### src/rtl/frac_baud_pkg.sv
package frac_baud_pkg;
  // Width of the low divisor register word and where its fields sit.
  localparam int unsigned LO_WORD_W = 16;
  localparam int unsigned LO_BYTE_W = 8;

  // A slot earns one extra clock when its index is below the extension value.
  function automatic logic slot_is_long(input logic [7:0] slot_idx,
                                        input logic [7:0] ext_val);
    return slot_idx < ext_val;
  endfunction
endpackage

### src/rtl/frac_baud_shadow.sv
module frac_baud_shadow #(
  parameter int unsigned DIV_W = 16,
  parameter int unsigned EXT_W = 4
) (
  input  logic             clk_i,
  input  logic             rst_ni,
  input  logic             load_i,
  input  logic [DIV_W-1:0] div_i,
  input  logic [EXT_W-1:0] ext_i,
  output logic [DIV_W-1:0] div_q_o,
  output logic [EXT_W-1:0] ext_q_o
);
  logic [DIV_W-1:0] div_d, div_q;
  logic [EXT_W-1:0] ext_d, ext_q;

  always_comb begin
    div_d = div_q;
    ext_d = ext_q;
    if (load_i) begin
      div_d = div_i;
      ext_d = ext_i;
    end
  end

  always_ff @(posedge clk_i or negedge rst_ni) begin
    if (!rst_ni) begin
      div_q <= '0;
      ext_q <= '0;
    end else begin
      div_q <= div_d;
      ext_q <= ext_d;
    end
  end

  assign div_q_o = div_q;
  assign ext_q_o = ext_q;
endmodule

### src/rtl/frac_baud_slot_timer.sv
module frac_baud_slot_timer #(
  parameter int unsigned CNT_W = 17
) (
  input  logic             clk_i,
  input  logic             rst_ni,
  input  logic             en_i,
  input  logic [CNT_W-1:0] len_m1_i,
  output logic             slot_end_o
);
  logic [CNT_W-1:0] cnt_d, cnt_q;
  logic             at_end;

  assign at_end = (cnt_q == len_m1_i);

  always_comb begin
    cnt_d = cnt_q;
    if (!en_i) begin
      cnt_d = '0;
    end else if (at_end) begin
      cnt_d = '0;
    end else begin
      cnt_d = cnt_q + CNT_W'(1);
    end
  end

  always_ff @(posedge clk_i or negedge rst_ni) begin
    if (!rst_ni) begin
      cnt_q <= '0;
    end else begin
      cnt_q <= cnt_d;
    end
  end

  assign slot_end_o = en_i && at_end;
endmodule

### src/rtl/frac_baud_slot_index.sv
module frac_baud_slot_index #(
  parameter int unsigned SLOTS = 16
) (
  input  logic                     clk_i,
  input  logic                     rst_ni,
  input  logic                     en_i,
  input  logic                     step_i,
  output logic [$clog2(SLOTS)-1:0] idx_o,
  output logic                     last_o
);
  localparam int unsigned SLOT_W = $clog2(SLOTS);
  localparam logic [SLOT_W-1:0] LAST_IDX = SLOT_W'(SLOTS - 1);

  logic [SLOT_W-1:0] idx_d, idx_q;

  always_comb begin
    idx_d = idx_q;
    if (!en_i) begin
      idx_d = '0;
    end else if (step_i) begin
      idx_d = (idx_q == LAST_IDX) ? '0 : idx_q + SLOT_W'(1);
    end
  end

  always_ff @(posedge clk_i or negedge rst_ni) begin
    if (!rst_ni) begin
      idx_q <= '0;
    end else begin
      idx_q <= idx_d;
    end
  end

  assign idx_o  = idx_q;
  assign last_o = (idx_q == LAST_IDX);
endmodule

### src/rtl/frac_baud_gen.sv
module frac_baud_gen #(
  parameter int unsigned DIV_W = 16,
  parameter int unsigned SLOTS = 16
) (
  input  logic                clk_i,
  input  logic                rst_ni,
  input  logic                en_i,
  input  logic [15:0]         div_lo_i,
  input  logic [DIV_W-9:0]    div_hi_i,
  output logic                os_tick_o,
  output logic                bit_strobe_o
);
  import frac_baud_pkg::*;

  localparam int unsigned EXT_W  = $clog2(SLOTS);
  localparam int unsigned SLOT_W = $clog2(SLOTS);
  localparam int unsigned CNT_W  = DIV_W + 1;
  localparam int unsigned EXT_LO = LO_WORD_W - EXT_W;

  logic [DIV_W-1:0]  div_in, div_q;
  logic [EXT_W-1:0]  ext_in, ext_q;
  logic [SLOT_W-1:0] slot_idx;
  logic              slot_last;
  logic              slot_end;
  logic              long_slot;
  logic              period_end;
  logic              shadow_load;
  logic [CNT_W-1:0]  len_m1;

  // Field extraction: bits between the low byte and the extension are unused.
  assign div_in = {div_hi_i, div_lo_i[LO_BYTE_W-1:0]};
  assign ext_in = div_lo_i[LO_WORD_W-1:EXT_LO];

  // Capture while idle and at each period boundary only.
  assign shadow_load = !en_i || period_end;

  frac_baud_shadow #(
    .DIV_W(DIV_W),
    .EXT_W(EXT_W)
  ) u_shadow (
    .clk_i  (clk_i),
    .rst_ni (rst_ni),
    .load_i (shadow_load),
    .div_i  (div_in),
    .ext_i  (ext_in),
    .div_q_o(div_q),
    .ext_q_o(ext_q)
  );

  assign long_slot = slot_is_long(8'(slot_idx), 8'(ext_q));
  assign len_m1    = {1'b0, div_q} + CNT_W'(long_slot);

  frac_baud_slot_timer #(
    .CNT_W(CNT_W)
  ) u_timer (
    .clk_i     (clk_i),
    .rst_ni    (rst_ni),
    .en_i      (en_i),
    .len_m1_i  (len_m1),
    .slot_end_o(slot_end)
  );

  frac_baud_slot_index #(
    .SLOTS(SLOTS)
  ) u_index (
    .clk_i (clk_i),
    .rst_ni(rst_ni),
    .en_i  (en_i),
    .step_i(slot_end),
    .idx_o (slot_idx),
    .last_o(slot_last)
  );

  assign period_end   = slot_end && slot_last;
  assign os_tick_o    = slot_end;
  assign bit_strobe_o = period_end;
endmodule

### config.mk
export PLATFORM = sky130hd
export DESIGN_NAME = frac_baud_gen
export DESIGN_NICKNAME = d
export VERILOG_FILES = /design/src/rtl/frac_baud_pkg.sv /design/src/rtl/frac_baud_shadow.sv /design/src/rtl/frac_baud_slot_timer.sv /design/src/rtl/frac_baud_slot_index.sv /design/src/rtl/frac_baud_gen.sv
export SDC_FILE = /design/constraint.sdc
export NUM_CORES = 1
export LEC_CHECK = 0
export ABC_CLOCK_PERIOD_IN_PS = 6300
export BUFFER_PORTS_ARGS = -buffer_cell sky130_fd_sc_hd__buf_4
export CAP_MARGIN = 10
export CORE_MARGIN = 10
export CORE_UTILIZATION = 50
export CTS_CLUSTER_SIZE = 30
export DETAILED_ROUTE_END_ITERATION = 8
export PLACE_DENSITY = 0.7
export SLEW_MARGIN = 20
export SYNTH_ARGS = -nofsm -noshare
export SYNTH_HDL_FRONTEND = slang
export SYNTH_SLANG_ARGS = --single-unit
### constraint.sdc
create_clock -name clk_i -period 6.3 [get_ports clk_i]
set_input_delay 0 -clock clk_i [delete_from_list [all_inputs] [get_ports clk_i]]
set_output_delay 0 -clock clk_i [all_outputs]
set_load 0.05 [all_outputs]
# Word level (Yosys, flattened, before mapping)

Cells that the tools add are included.

Magnitude comparators: 1
Equal/unequal tests: 3
Muxes and demuxes: 5
Add/subtract/negate cells: 3
Reduce and logical (&&, ||, !) cells: 4

Operators by type and width:

| kind                  | count |
|---|---|
| $mux 17               | 2 |
| $add 16x1->17         | 1 |
| $add 17x1->17 const B | 1 |
| $eq 17x17->1          | 1 |
| $mux 4                | 3 |
| $add 4x1->4 const B   | 1 |
| $eq 4x4->1 const B    | 1 |
| $lt 4x4->1            | 1 |
| $logic_and 1x1->1     | 2 |
| $ne 2x1->1 const B    | 1 |
| $logic_not 1->1       | 1 |
| $logic_or 1x1->1      | 1 |

Output and inout bits: 2
Register bits after elaboration: 41
Logic and storage cells: 20
Bits of input ports: 27

# Depth between registers and ports, before layout

Word-level depth: 6
Depth in mapped cells: 16
Mapped depth without buffers: 14

# Modules after synthesis

A second synthesis with hierarchy kept.

Cell total of the unflattened synthesis: 221
Area total of the unflattened synthesis: 2462.4 sq um

Modules (own cells, without submodules):

| module               | area an instance (sq um) | seq. area each (sq um) | times used | cells each |
|---|---|---|---|---|
| frac_baud_slot_timer | 996.0                    | 425.4                  | 1          | 105 |
| frac_baud_shadow     | 823.3                    | 500.5                  | 1          | 42 |
| frac_baud_gen        | 427.9                    | 0.0                    | 1          | 55 |
| frac_baud_slot_index | 215.2                    | 100.1                  | 1          | 19 |

# Worst setup path before layout

OpenSTA, ideal clock, no wires.

Path type: flip-flop to flip-flop
Start: register u_index.idx_q[1], in the netlist u_index.idx_o[1]
End: register u_shadow.div_q[0], in the netlist u_shadow.div_q_o[0]
Setup slack: 2124 ps
Data required time: 6175 ps
Period minus slack after synthesis: 4176 ps
Data arrival time: 4051 ps
Path buffers: 2
Library setup time: 125 ps
Cell stages (with the launch flop): 16
Cell sequence: dfrtp_1 -> ha_1 -> a21o_1 -> a21o_1 -> a21oi_1 -> ha_1 -> ha_1 -> clkbuf_1 -> nand3_1 -> nor4_1 -> mux2_1 -> or4_1 -> a21boi_1 -> o41a_1 -> buf_6 -> mux2_4

Longest elaborated chain between the ends: 6
Elaborated cells on any way between the ends: 7
Classes of those cells: 1 x add/sub; 1 x order compare; 2 x eq/ne; 3 x reduce/logical

RTL lines:

| element                  | line                       | source |
|---|---|---|
| start: declaration       | frac_baud_slot_index.sv:14 | `logic [SLOT_W-1:0] idx_d, idx_q;` |
| start signal: assignment | frac_baud_slot_index.sv:29 | `idx_q <= idx_d;` |
| $lt 4x4->1               | frac_baud_pkg.sv:9         | `return slot_idx < ext_val;` |
| $add 16x1->17            | frac_baud_gen.sv:51        | `assign len_m1 = {1'b0, div_q} + CNT_W'(long_slot);` |
| $eq 17x17->1             | frac_baud_slot_timer.sv:13 | `assign at_end = (cnt_q == len_m1_i);` |
| $logic_and 1x1->1        | frac_baud_slot_timer.sv:34 | `assign slot_end_o = en_i && at_end;` |
| $logic_and 1x1->1 *      | frac_baud_gen.sv:74        | `assign period_end = slot_end && slot_last;` |
| $logic_or 1x1->1 *       | frac_baud_gen.sv:35        | `assign shadow_load = !en_i \|\| period_end;` |
| end signal: assignment   | frac_baud_shadow.sv:30     | `div_q <= div_d;` |
| end: declaration         | frac_baud_shadow.sv:13     | `logic [DIV_W-1:0] div_d, div_q;` |

Mark *: on every way between the ends. The rest lies on a longest branch, timed or not.
A chain may end at the register's enable or synchronous reset.

# Worst setup path in the final report

Start: register u_index.idx_q[1], in the netlist u_index.idx_o[1]
End: register u_shadow.div_q[1], in the netlist u_shadow.div_q_o[1]

The elaborated chain is that of the path after synthesis.

==> results.toml <==
[critical_path]
start_kind = "flop"
crit_type = "flop to flop"
arrival_ns = 5.01
critPathMostFrequentCell = "ha_1"
reg2reg_from = "u_index.idx_o[1]"
required_ns = 6.48
crit_slowest_cell = "o41a_1"
cp_cell_sequence = "ha_1 > a21o_1 > a21o_1 > a21oi_1 > ha_1 > ha_1 > nand3_1 > nor4_1 > mux2_1 > or4_1 > a21boi_1 > o41a_1 > buf_4 > mux2_4"
critical_path_peak_fanout = 16
crit_path_start = "u_index.idx_o[1]"
critPathMaxStageDelay_ns = 0.60
end_kind = "flop"

[global_route]
grt_util_all_layers = 0.1321
grt_pass1_wl_microns = 9335
grt_overflow = 0
grt_max_degree = 42
grt_antenna_before_repair = 0
grt_pass1_vias = 2029

[floorplanning]
core_sq_um = 5042
io_pins = 29
rows = 26
die_area_sq_um = 8439
die_h_microns = 91.87
dieWidth_microns = 91.87
start_util = 0.5122

[clock_tree]
cts_inserted_buffers = 5
cts_max_level = 2
clockBufferDepth = 2
cts_num_sinks = 41
path_clk_slew_ns = 0.07
cts_root_buf = "clkbuf_8"
cts_resized = 0
cts_tree = "done"
clock_latency_ns = 0.29

[yosys]
syn_inst = 258
yosysTopAreaCell = "dfrtp_1"
synth-seq-cells = 41
async_flop_share = 1.000
synth_cell_type_count = 46
yosys_warnings = 0
ys_seq_area_frac = 0.3973
syn_area_per_cell_sq_um = 10.01
synth.area.top_cells = "dfrtp_1 (40%), mux2_4 (12%), xnor2_1 (6.4%)"
dominantRegCellSynth = "dfrtp_1"
synth_nets = 292
syn_area_sq_um = 2582
synth-edff-count = 0
netlist.area_leader.share = 0.3973

[detailed_routing]
totalWireLength_microns = 5416
viasPerCell = 5.436
drt-initial-drc-count = 124
drc_errors = 0
firstDrtPassIters = 4
num_vias = 2006
drt.antenna.violating_nets = 0
wire_per_inst_microns = 14.68

[run_status]
outcome = "completed"

[sta]
setup_slack_ns = 1.470
whs_ns = 0.01762
max_freq_ghz = 0.2070
fin_crit_sh = 0.7667
fin_skew_ns = 0.005148
finalMaxSlewViolations = 0
hold_viol = 0
setup_viol = 0
fin_setup_tns_ns = 0
relSlewSlack = 0.5270
finalCriticalPeriod_ns = 4.830
rsz0062_at_grt = "false"
worst_slew_pin_slew_ns = 0.7094

[final_layout]
drive_gt1_frac = 0.1940
final_common_cell = "dfrtp_1"
final_cell_mix = "dfrtp_1 (41), nor2_1 (28), buf_4 (25)"
stdcell_area_sq_um = 3090
nNetsFinal = 332
fin_cells = 369
diodes = 0
areaGrowthSynthToFinish_pct = 19.67

[flow_run]
maxCapViolCount = 0

[power_and_ir_drop]
power_density_nw_per_um2 = 185.4
power.leakage_uw = 0.001366
vdd_drop_max_uv = 103.4

[place]
place_ws_ns = 1.483
portBuffers = 24
dp.cells = 340
place_hpwl_microns = 3816
place_area_sq_um = 2800
gp_congestion = 0.8561

[worst_hold_path]
hp-class = "primary input to flop"
hp-start = "en_i"
[critical path, delay by kind of cell, from the launching register on]
kind            cells  cell delay [ns]
compound gates      5             1.34
fa+ha+maj           3             0.95
buf+inv             1             0.30
flops               1             0.41
mux                 2             0.68
simple gates        3             1.05
[registers in the layout, indices dropped and copies added, names as in the netlist]
| signal | cells |
|---|---|
| u_timer.cnt_q | 17 |
| u_shadow.ext_q_o | 4 |
| u_shadow.div_q_o | 16 |
| u_index.idx_o | 4 |
[area by class of cell]
type	count	area, sq um
multi-input cells	196	1469
well taps	70	87.58
clock buffers	8	80.08
inverters	8	30.03
flip-flops and latches	41	1026
repair buffers	46	397.9
fillers	417	1952
[what timing repair did]
action | 4_1_cts | 5_1_grt
endpoints found under the hold margin | 61 | 0
hold buffers | 21 | 0
endpoints found under the setup margin | 0 | 0
setup buffers | 0 | 0
[final timing paths]
path                                             to  slack, ns  depth (start not counted)
worst max-delay path            u_shadow.div_q_o[1]       1.47                         14
worst min-delay path               u_index.idx_o[0]       0.02                          3
worst max register to register  u_shadow.div_q_o[1]       1.47                         14
worst min register to register  u_shadow.ext_q_o[1]       0.51                          1
max in group asynchronous         u_timer.cnt_q[11]       5.72                          2
min in group asynchronous       u_shadow.div_q_o[2]       0.23                          2
[cells in the mapped netlist, types with 3 or more instances]
library cell	instances
dfrtp_1	41
nor2_1	28
mux2_4	20
xnor2_1	19
nand2_1	17
nand3_1	17
xor2_1	11
inv_1	8
nor3_1	8
and3_1	7
clkbuf_1	7
ha_1	7
nor4_1	6
a31oi_1	5
o21ai_0	5
and2_1	4
nand4_1	4
a211o_1	3
a21oi_1	3
mux2i_1	3
or4_1	3
[metal layers]
| layer | track usage | up-vias | part of all wire |
|---|---|---|---|
| met5 | 0 | - | 0 |
| met4 | 0.04884 | 0 | 0.015 |
| met3 | 0.03178 | 8 | 0.034 |
| met2 | 0.2224 | 34 | 0.48 |
| met1 | 0.1597 | 969 | 0.47 |
| li1 | - | 995 | - |
[per-stage QoR]
stage                       util  total power, uW
final                     0.6129            572.9
after global routing      0.6129            603.0
after CTS                 0.6129            580.6
after detailed placement  0.5553            402.1
after global placement    0.5536            398.9
after floorplan                -            371.0
[cells by family after synthesis]
family                   after synthesis  synth area share
AND/OR/NAND/NOR                      105            0.2103
AO/OA/AOI/OAI                         30           0.08721
XOR/XNOR                              30            0.1017
buffers and inverters                 21           0.03731
adder cells (fa/ha/maj)                7           0.03391
flip-flops                            41            0.3973
multiplexers                          24            0.1323
[report_power, final]
part | switching, uW | internal, uW | total [uW]
clock network | 87.0 | 78.8 | 166
registers | 21.7 | 277 | 299
logic | 46.7 | 61.3 | 108
total | 155 | 417 | 573
No activity file was read; power rests on OpenSTA's default activity.
